==> config.mk <==
export PLATFORM = sky130hd
export DESIGN_NAME = ec_host_mailbox
export DESIGN_NICKNAME = d
export VERILOG_FILES = /design/src/rtl/ec_mbox_pkg.sv /design/src/rtl/ec_mbox_inbuf.sv /design/src/rtl/ec_mbox_events.sv /design/src/rtl/ec_mbox_seq.sv /design/src/rtl/ec_host_mailbox.sv
export SDC_FILE = /design/constraint.sdc
export NUM_CORES = 1
export LEC_CHECK = 0
export CAP_MARGIN = 40
export CORE_MARGIN = 1
export CORE_UTILIZATION = 54
export DETAILED_ROUTE_END_ITERATION = 6
export GPL_TIMING_DRIVEN = 0
export PLACE_DENSITY_LB_ADDON = 0.3
export SETUP_SLACK_MARGIN = 0.02
export SYNTH_ARGS = -nofsm -noshare
export SYNTH_HDL_FRONTEND = slang
export SYNTH_SLANG_ARGS = --single-unit
export TNS_END_PERCENT = 20
==> constraint.sdc <==
create_clock -name clk -period 4.8 [get_ports clk]
set_clock_uncertainty 0.05 [all_clocks]
set_input_delay 0.72 -clock clk [delete_from_list [all_inputs] [get_ports clk]]
set_output_delay 0.72 -clock clk [all_outputs]
set_load 0.02 [all_outputs]
==> src/rtl/ec_mbox_pkg.sv <==
package ec_mbox_pkg;
  typedef enum logic [1:0] {SQ_IDLE, SQ_RD_ADDR, SQ_WR_ADDR, SQ_WR_DATA} seq_state_t;

  localparam logic [7:0] CMD_READ      = 8'h80;
  localparam logic [7:0] CMD_WRITE     = 8'h81;
  localparam logic [7:0] CMD_BURST_ON  = 8'h82;
  localparam logic [7:0] CMD_BURST_OFF = 8'h83;
  localparam logic [7:0] CMD_QUERY     = 8'h84;

  localparam logic [3:0] PORT_DATA = 4'h0;
  localparam logic [3:0] PORT_CSR  = 4'h4;
  localparam logic [3:0] PORT_ICR  = 4'h8;
endpackage

==> src/rtl/ec_mbox_inbuf.sv <==
module ec_mbox_inbuf #(
  parameter int LAT_NORM  = 4,
  parameter int LAT_BURST = 1
) (
  input  logic       clk,
  input  logic       rst_n,
  input  logic       wr_data,
  input  logic       wr_cmd,
  input  logic [7:0] wdata,
  input  logic       burst,
  output logic       ibf,
  output logic       is_cmd,
  output logic [7:0] byte_q,
  output logic       take
);
  localparam int LMAX = (LAT_NORM > LAT_BURST) ? LAT_NORM : LAT_BURST;
  localparam int CW   = (LMAX < 2) ? 1 : $clog2(LMAX);
  localparam logic [CW-1:0] NORM_M1  = CW'(LAT_NORM - 1);
  localparam logic [CW-1:0] BURST_M1 = CW'(LAT_BURST - 1);

  logic [CW-1:0] cnt;
  logic [CW-1:0] lat_m1;
  logic          accept;

  assign accept = (wr_data | wr_cmd) & ~ibf;
  assign lat_m1 = burst ? BURST_M1 : NORM_M1;
  assign take   = ibf && (cnt == lat_m1);

  always_ff @(posedge clk or negedge rst_n) begin
    if (!rst_n) begin
      ibf    <= 1'b0;
      is_cmd <= 1'b0;
      byte_q <= '0;
      cnt    <= '0;
    end else if (accept) begin
      ibf    <= 1'b1;
      is_cmd <= wr_cmd;
      byte_q <= wdata;
      cnt    <= '0;
    end else if (take) begin
      ibf <= 1'b0;
    end else if (ibf) begin
      cnt <= cnt + 1'b1;
    end
  end


  overrun_drop_chk: assert property (@(posedge clk) disable iff (!rst_n)
    (ibf && (wr_data || wr_cmd)) |=> ($stable(byte_q) && $stable(is_cmd)));


  ibf_release_chk: assert property (@(posedge clk) disable iff (!rst_n)
    take |=> !ibf);


  ibf_start_chk: assert property (@(posedge clk) disable iff (!rst_n)
    $rose(ibf) |-> (cnt == '0));
endmodule

==> src/rtl/ec_mbox_events.sv <==
module ec_mbox_events #(
  parameter int NEVT = 8
) (
  input  logic            clk,
  input  logic            rst_n,
  input  logic [NEVT-1:0] evt_raise,
  input  logic            query,
  output logic [7:0]      code,
  output logic            sci
);
  localparam int IW = (NEVT < 2) ? 1 : $clog2(NEVT);

  logic [NEVT-1:0] pend;
  logic [NEVT-1:0] clr_mask;
  logic [IW-1:0]   idx;
  logic            hit;

  always_comb begin
    hit = 1'b0;
    idx = '0;
    for (int i = NEVT - 1; i >= 0; i--) begin
      if (pend[i]) begin
        hit = 1'b1;
        idx = IW'(i);
      end
    end
    clr_mask = hit ? (NEVT'(1) << idx) : '0;
    code     = hit ? (8'(idx) + 8'd1) : 8'h00;
  end

  always_ff @(posedge clk or negedge rst_n) begin
    if (!rst_n) begin
      pend <= '0;
      sci  <= 1'b0;
    end else begin
      pend <= (query ? (pend & ~clr_mask) : pend) | evt_raise;
      if (|evt_raise)
        sci <= 1'b1;
      else if (query && ((pend & ~clr_mask) == '0))
        sci <= 1'b0;
    end
  end


  pend_flag_chk: assert property (@(posedge clk) disable iff (!rst_n)
    (|pend) |-> sci);


  query_clear_chk: assert property (@(posedge clk) disable iff (!rst_n)
    (query && hit && !(|evt_raise)) |=> !pend[$past(idx)]);
endmodule

==> src/rtl/ec_mbox_seq.sv <==
module ec_mbox_seq
  import ec_mbox_pkg::*;
(
  input  logic       clk,
  input  logic       rst_n,
  input  logic       take,
  input  logic       is_cmd,
  input  logic [7:0] byte_q,
  input  logic [7:0] reg_rdata,
  input  logic [7:0] evt_code,
  input  logic       host_rd_data,
  output logic [7:0] reg_addr,
  output logic [7:0] reg_wdata,
  output logic       reg_we,
  output logic [7:0] obuf,
  output logic       obf,
  output logic       burst,
  output logic       query
);
  seq_state_t state;
  logic [7:0] addr_q;
  logic       rd_fire;
  logic       load;

  assign query     = take && is_cmd && (byte_q == CMD_QUERY);
  assign rd_fire   = take && !is_cmd && (state == SQ_RD_ADDR);
  assign reg_we    = take && !is_cmd && (state == SQ_WR_DATA);
  assign reg_addr  = rd_fire ? byte_q : addr_q;
  assign reg_wdata = byte_q;
  assign load      = query || rd_fire;

  always_ff @(posedge clk or negedge rst_n) begin
    if (!rst_n) begin
      state  <= SQ_IDLE;
      addr_q <= '0;
      obuf   <= '0;
      obf    <= 1'b0;
      burst  <= 1'b0;
    end else begin
      if (load)
        obf <= 1'b1;
      else if (host_rd_data)
        obf <= 1'b0;
      if (query)   obuf <= evt_code;
      if (rd_fire) obuf <= reg_rdata;
      if (take) begin
        if (is_cmd) begin
          case (byte_q)
            CMD_READ:      state <= SQ_RD_ADDR;
            CMD_WRITE:     state <= SQ_WR_ADDR;
            CMD_BURST_ON:  begin burst <= 1'b1; state <= SQ_IDLE; end
            CMD_BURST_OFF: begin burst <= 1'b0; state <= SQ_IDLE; end
            default:       state <= SQ_IDLE;
          endcase
        end else begin
          case (state)
            SQ_WR_ADDR: begin addr_q <= byte_q; state <= SQ_WR_DATA; end
            default:    state <= SQ_IDLE;
          endcase
        end
      end
    end
  end


  single_strobe_chk: assert property (@(posedge clk) disable iff (!rst_n)
    reg_we |=> (state == SQ_IDLE && !reg_we));


  obf_source_chk: assert property (@(posedge clk) disable iff (!rst_n)
    $rose(obf) |-> $past(take));


  stray_data_chk: assert property (@(posedge clk) disable iff (!rst_n)
    (take && !is_cmd && state == SQ_IDLE && !host_rd_data)
      |=> ($stable(obf) && $stable(obuf) && state == SQ_IDLE));
endmodule

==> src/rtl/ec_host_mailbox.sv <==
module ec_host_mailbox
  import ec_mbox_pkg::*;
#(
  parameter int LAT_NORM  = 4,
  parameter int LAT_BURST = 1,
  parameter int NEVT      = 8
) (
  input  logic            clk,
  input  logic            rst_n,
  input  logic [3:0]      io_addr,
  input  logic            io_wr,
  input  logic            io_rd,
  input  logic [7:0]      io_wdata,
  output logic [7:0]      io_rdata,
  output logic [7:0]      reg_addr,
  output logic [7:0]      reg_wdata,
  output logic            reg_we,
  input  logic [7:0]      reg_rdata,
  input  logic [NEVT-1:0] evt_raise,
  output logic            sci_irq
);
  logic       wr_data, wr_cmd, host_rd_data;
  logic       ibf, is_cmd, take, burst, obf, query, sci;
  logic [7:0] byte_q, obuf, evt_code, icr, status;

  assign wr_data      = io_wr && (io_addr == PORT_DATA);
  assign wr_cmd       = io_wr && (io_addr == PORT_CSR);
  assign host_rd_data = io_rd && (io_addr == PORT_DATA);

  ec_mbox_inbuf #(.LAT_NORM(LAT_NORM), .LAT_BURST(LAT_BURST)) u_inbuf (
    .clk(clk), .rst_n(rst_n), .wr_data(wr_data), .wr_cmd(wr_cmd),
    .wdata(io_wdata), .burst(burst), .ibf(ibf), .is_cmd(is_cmd),
    .byte_q(byte_q), .take(take)
  );

  ec_mbox_seq u_seq (
    .clk(clk), .rst_n(rst_n), .take(take), .is_cmd(is_cmd), .byte_q(byte_q),
    .reg_rdata(reg_rdata), .evt_code(evt_code), .host_rd_data(host_rd_data),
    .reg_addr(reg_addr), .reg_wdata(reg_wdata), .reg_we(reg_we),
    .obuf(obuf), .obf(obf), .burst(burst), .query(query)
  );

  ec_mbox_events #(.NEVT(NEVT)) u_events (
    .clk(clk), .rst_n(rst_n), .evt_raise(evt_raise), .query(query),
    .code(evt_code), .sci(sci)
  );

  always_ff @(posedge clk or negedge rst_n) begin
    if (!rst_n)
      icr <= '0;
    else if (io_wr && io_addr == PORT_ICR)
      icr <= io_wdata;
  end

  assign status  = {2'b00, sci, burst, is_cmd, 1'b0, ibf, obf};
  assign sci_irq = sci & icr[0];

  always_comb begin
    case (io_addr)
      PORT_DATA: io_rdata = obuf;
      PORT_CSR:  io_rdata = status;
      PORT_ICR:  io_rdata = icr;
      default:   io_rdata = 8'h00;
    endcase
  end


  icr_no_ibf_chk: assert property (@(posedge clk) disable iff (!rst_n)
    (io_wr && io_addr == PORT_ICR && !ibf) |=> !ibf);
endmodule

==> metrics.txt <==
status=finished, violations left; failing checks=DRC; GPL Wtd Cong=0.899; clock transition at the registers of the reported paths=0.09 ns; worst relative slew slack=0.458; nets=334; synthesized area=2550 sq um; Critical Path AT=2.77 ns; placed instance area=3190 sq um; Area contributors post-synth=dfrtp_1, mux2_2, nand2_1; final WL=5940 um; top_reg_cell synth=dfrtp_1; xor and xnor area share after synthesis=0.00343; cts hold-fix bufs=0; area delta synth->final=28.6%; Worst-Skew Late Latency=0.31 ns; Fin Setup TNS=0 ns; DP HPWL=4520 um; Synth Net Count=270; n_diodes=0; critical path startpoint category=primary input; sequential area share after synthesis=0.481; core footprint=4440 sq um; Synth Area in Compound Gates=0.151; largest fanout on the critical path=7; RSZ-0062 raised after global routing=no; crit-path cells=clkdlybuf4s50_1, or3_1, clkbuf_1, nor2_1, a22o_1, clkdlybuf4s50_1; H-tree levels=2; initial antenna violation count=0; DRC=7; cell mode on critical path=clkdlybuf4s50_1; Die W=70.7 um; Die Y-Extent=70.7 um; vias in the first global route=2044; Worst Hold Class=in -> async; fill count=334; CP endpoint kind=primary output; via count=2043; largest net degree at the start of global routing=33; DR vias/cell=5.82; Top delay family on crit path=buffers and inverters; Post-Synth Simple-Gate Area=0.173; root buf cell=clkbuf_8; reg2reg start=u_events.pend[4]; Overflow after GRT=0; Req. time, crit path=4.03 ns; fraction of the mapped netlist area in adder cells=0.0196; CTS resizes=0; dominant cell type by area after synthesis=dfrtp_1; reg2reg path depth=9; Initial Utilization=0.574; worst path buffer plus inverter count=3; # IOs=58; largest family of logic cells by synthesized area=simple AND/OR/NAND/NOR gates; setup violators final=0; drt first pass iters=6; CTS Buf Count=5; R2R Setup Slk=2.45 ns; Synth top area share=0.481; max-cap viol count=0; port bufs=56; Pleak=0.00143 uW; fmax=283 MHz; final core occ=0.738; Worst IR Drop VDD=0.224 mV; final hold slack=0.281 ns; setup repair bufs after CTS=0; CTS tree=yes; share of layout cells above drive strength 1=0.167; DRT iter0 DRCs=128; Rows=24; #FFs+latches synth=49; Avg WL per Cell=16.9 um; Setup CP Type=in -> out; CP peak stage delay=0.60 ns; crit path time final=3.54 ns; pwr dens=320 nW/um^2; Mapped Cells=234; Post-synth EDFFs=0; Async SR Flop Fraction=1.00; gr usage total=0.258; Critical Path Slowest Stage Cell=clkdlybuf4s50_1; deepest clock path buffer count=2; max-slew violations=0; Final Power=1050 uW; Yosys cell types=49; Synth Area per Inst=10.9 sq um; antenna-violating nets left=0; global-route wire length before repair=9860 um; fin crit share=0.737; Sink Count=49; YS warnings=0; Hold Fails Final Rpt=0; post-synthesis mux area share=0.139; cell area after layout=3280 sq um; die footprint=5000 sq um; r2r endpoint=u_events.sci; slew of the pin with the lowest slew margin=0.811 ns
-- Yosys cell counts (2+ instances only) --
cell       n
nor3_1     2
mux2_4     6
a21oi_1    6
buf_2      2
nand2_1   44
a22o_1     7
nand3b_1   2
or3_1      2
a32o_1     2
inv_1     12
buf_4      2
or3b_4     3
mux2_2    17
dfrtp_1   49
a21o_1     7
ha_1       4
nor4_1     3
a22oi_1    3
nand2b_1   2
a31oi_1    3
nor2_1     7
nand3_1    4
nand2_2    2
and2_1     2
o21ai_0   12
mux2i_1    5
mux2_1     2
-- per-layer routing --
| layer | part of all wire | vias to the layer above | global-route usage | wire, um |
|---|---|---|---|---|
| li1 | - | 968 | - | - |
| met1 | 0.44 | 999 | 0.335 | 2610 |
| met2 | 0.50 | 64 | 0.418 | 2950 |
| met3 | 0.038 | 12 | 0.0527 | 228 |
| met4 | 0.024 | 0 | 0.124 | 144 |
| met5 | 0 | - | 0 | 0 |
-- worst max-delay path by stage --
| stage | from | slack, ns | depth (start not counted) | to |
|---|---|---|---|---|
| 2_1_floorplan | io_addr[2] | 2.25 | 3 | io_rdata[2] |
| 3_3_place_gp | io_addr[1] | 1.27 | 4 | io_rdata[2] |
| 3_5_place_dp | io_addr[1] | 1.25 | 4 | io_rdata[2] |
| 4_1_cts | io_addr[1] | 1.25 | 6 | io_rdata[2] |
| 5_1_grt | io_addr[1] | 1.13 | 6 | io_rdata[2] |
| 6_report | io_addr[1] | 1.26 | 6 | io_rdata[2] |
-- logic make-up (layout without fill, tap and decap cells) --
family / Yosys count / count (layout)
XOR/XNOR: 1 / 1
flip-flops: 49 / 49
multiplexers: 30 / 30
AND/OR/NAND/NOR: 82 / 82
adder cells (fa/ha/maj): 4 / 4
buffers and inverters: 18 / 83
AO/OA/AOI/OAI: 50 / 50
-- area by class of cell --
type,count,area [sq um],share of cell area
Multi-Input combinational cell,167,1240,0.378
Clock buffer,6,72.6,0.0221
Inverter,12,45.0,0.0137
Timing Repair Buffer,57,576,0.176
Clock inverter,2,15.0,0.00458
Buffer,6,40.0,0.0122
Sequential cell,49,1230,0.374
Tap cell,52,65.1,0.0198
-- per-stage QoR --
| step | worst slack (ns) | cells |
|---|---|---|
| after detailed placement | 1.25 | 343 |
| after CTS | 1.25 | 351 |
| after floorplan | 2.25 | 234 |
| after global placement | 1.27 | 342 |
| final | 1.26 | 351 |
| after global routing | 1.13 | 351 |
-- power breakdown --
part           total [uW]  internal [uW]  switching (uW)  leakage [uW]
clock network         247            103             144     0.0000374
registers             543            469            73.6      0.000582
logic                 261            143             118      0.000810
total                1050            715             336       0.00143
-- worst register-to-register path: cells and delay by family (launching register included) --
family                   cells  cell delay [ns]
flip-flops                   1             0.42
AND/OR/NAND/NOR              4             0.61
adder cells (fa/ha/maj)      1             0.20
AO/OA/AOI/OAI                4             0.93
-- flip-flops by register name, indices dropped and copies added, names as in the netlist --
name	flops
icr	8
u_events.pend	8
u_inbuf.byte_q	8
u_seq.addr_q	8
u_seq.obuf	8
u_inbuf.cnt	2
u_seq.state	2
u_events.sci	1
u_inbuf.ibf	1
u_inbuf.is_cmd	1
u_seq.burst	1
u_seq.obf	1
-- cells in the final DEF, fill, tap and decap left out, drive strengths merged, types with 2 or more instances in the layout --
cell type	n
a22oi	3
nand2b	2
clkdlybuf4s50	55
a21o	7
and2	2
nor4	3
nor3	3
o21ai	13
nor2	7
mux2i	5
a22o	7
dfrtp	49
clkinvlp	2
a21oi	6
nand3	4
ha	4
a32o	2
mux2	25
o311ai	2
a31oi	3
or3b	3
nand2	46
buf	7
nand3b	2
clkbuf	7
or3	2
inv	12
nor4b	3
Note: power is estimated with default switching activity, not from simulation.
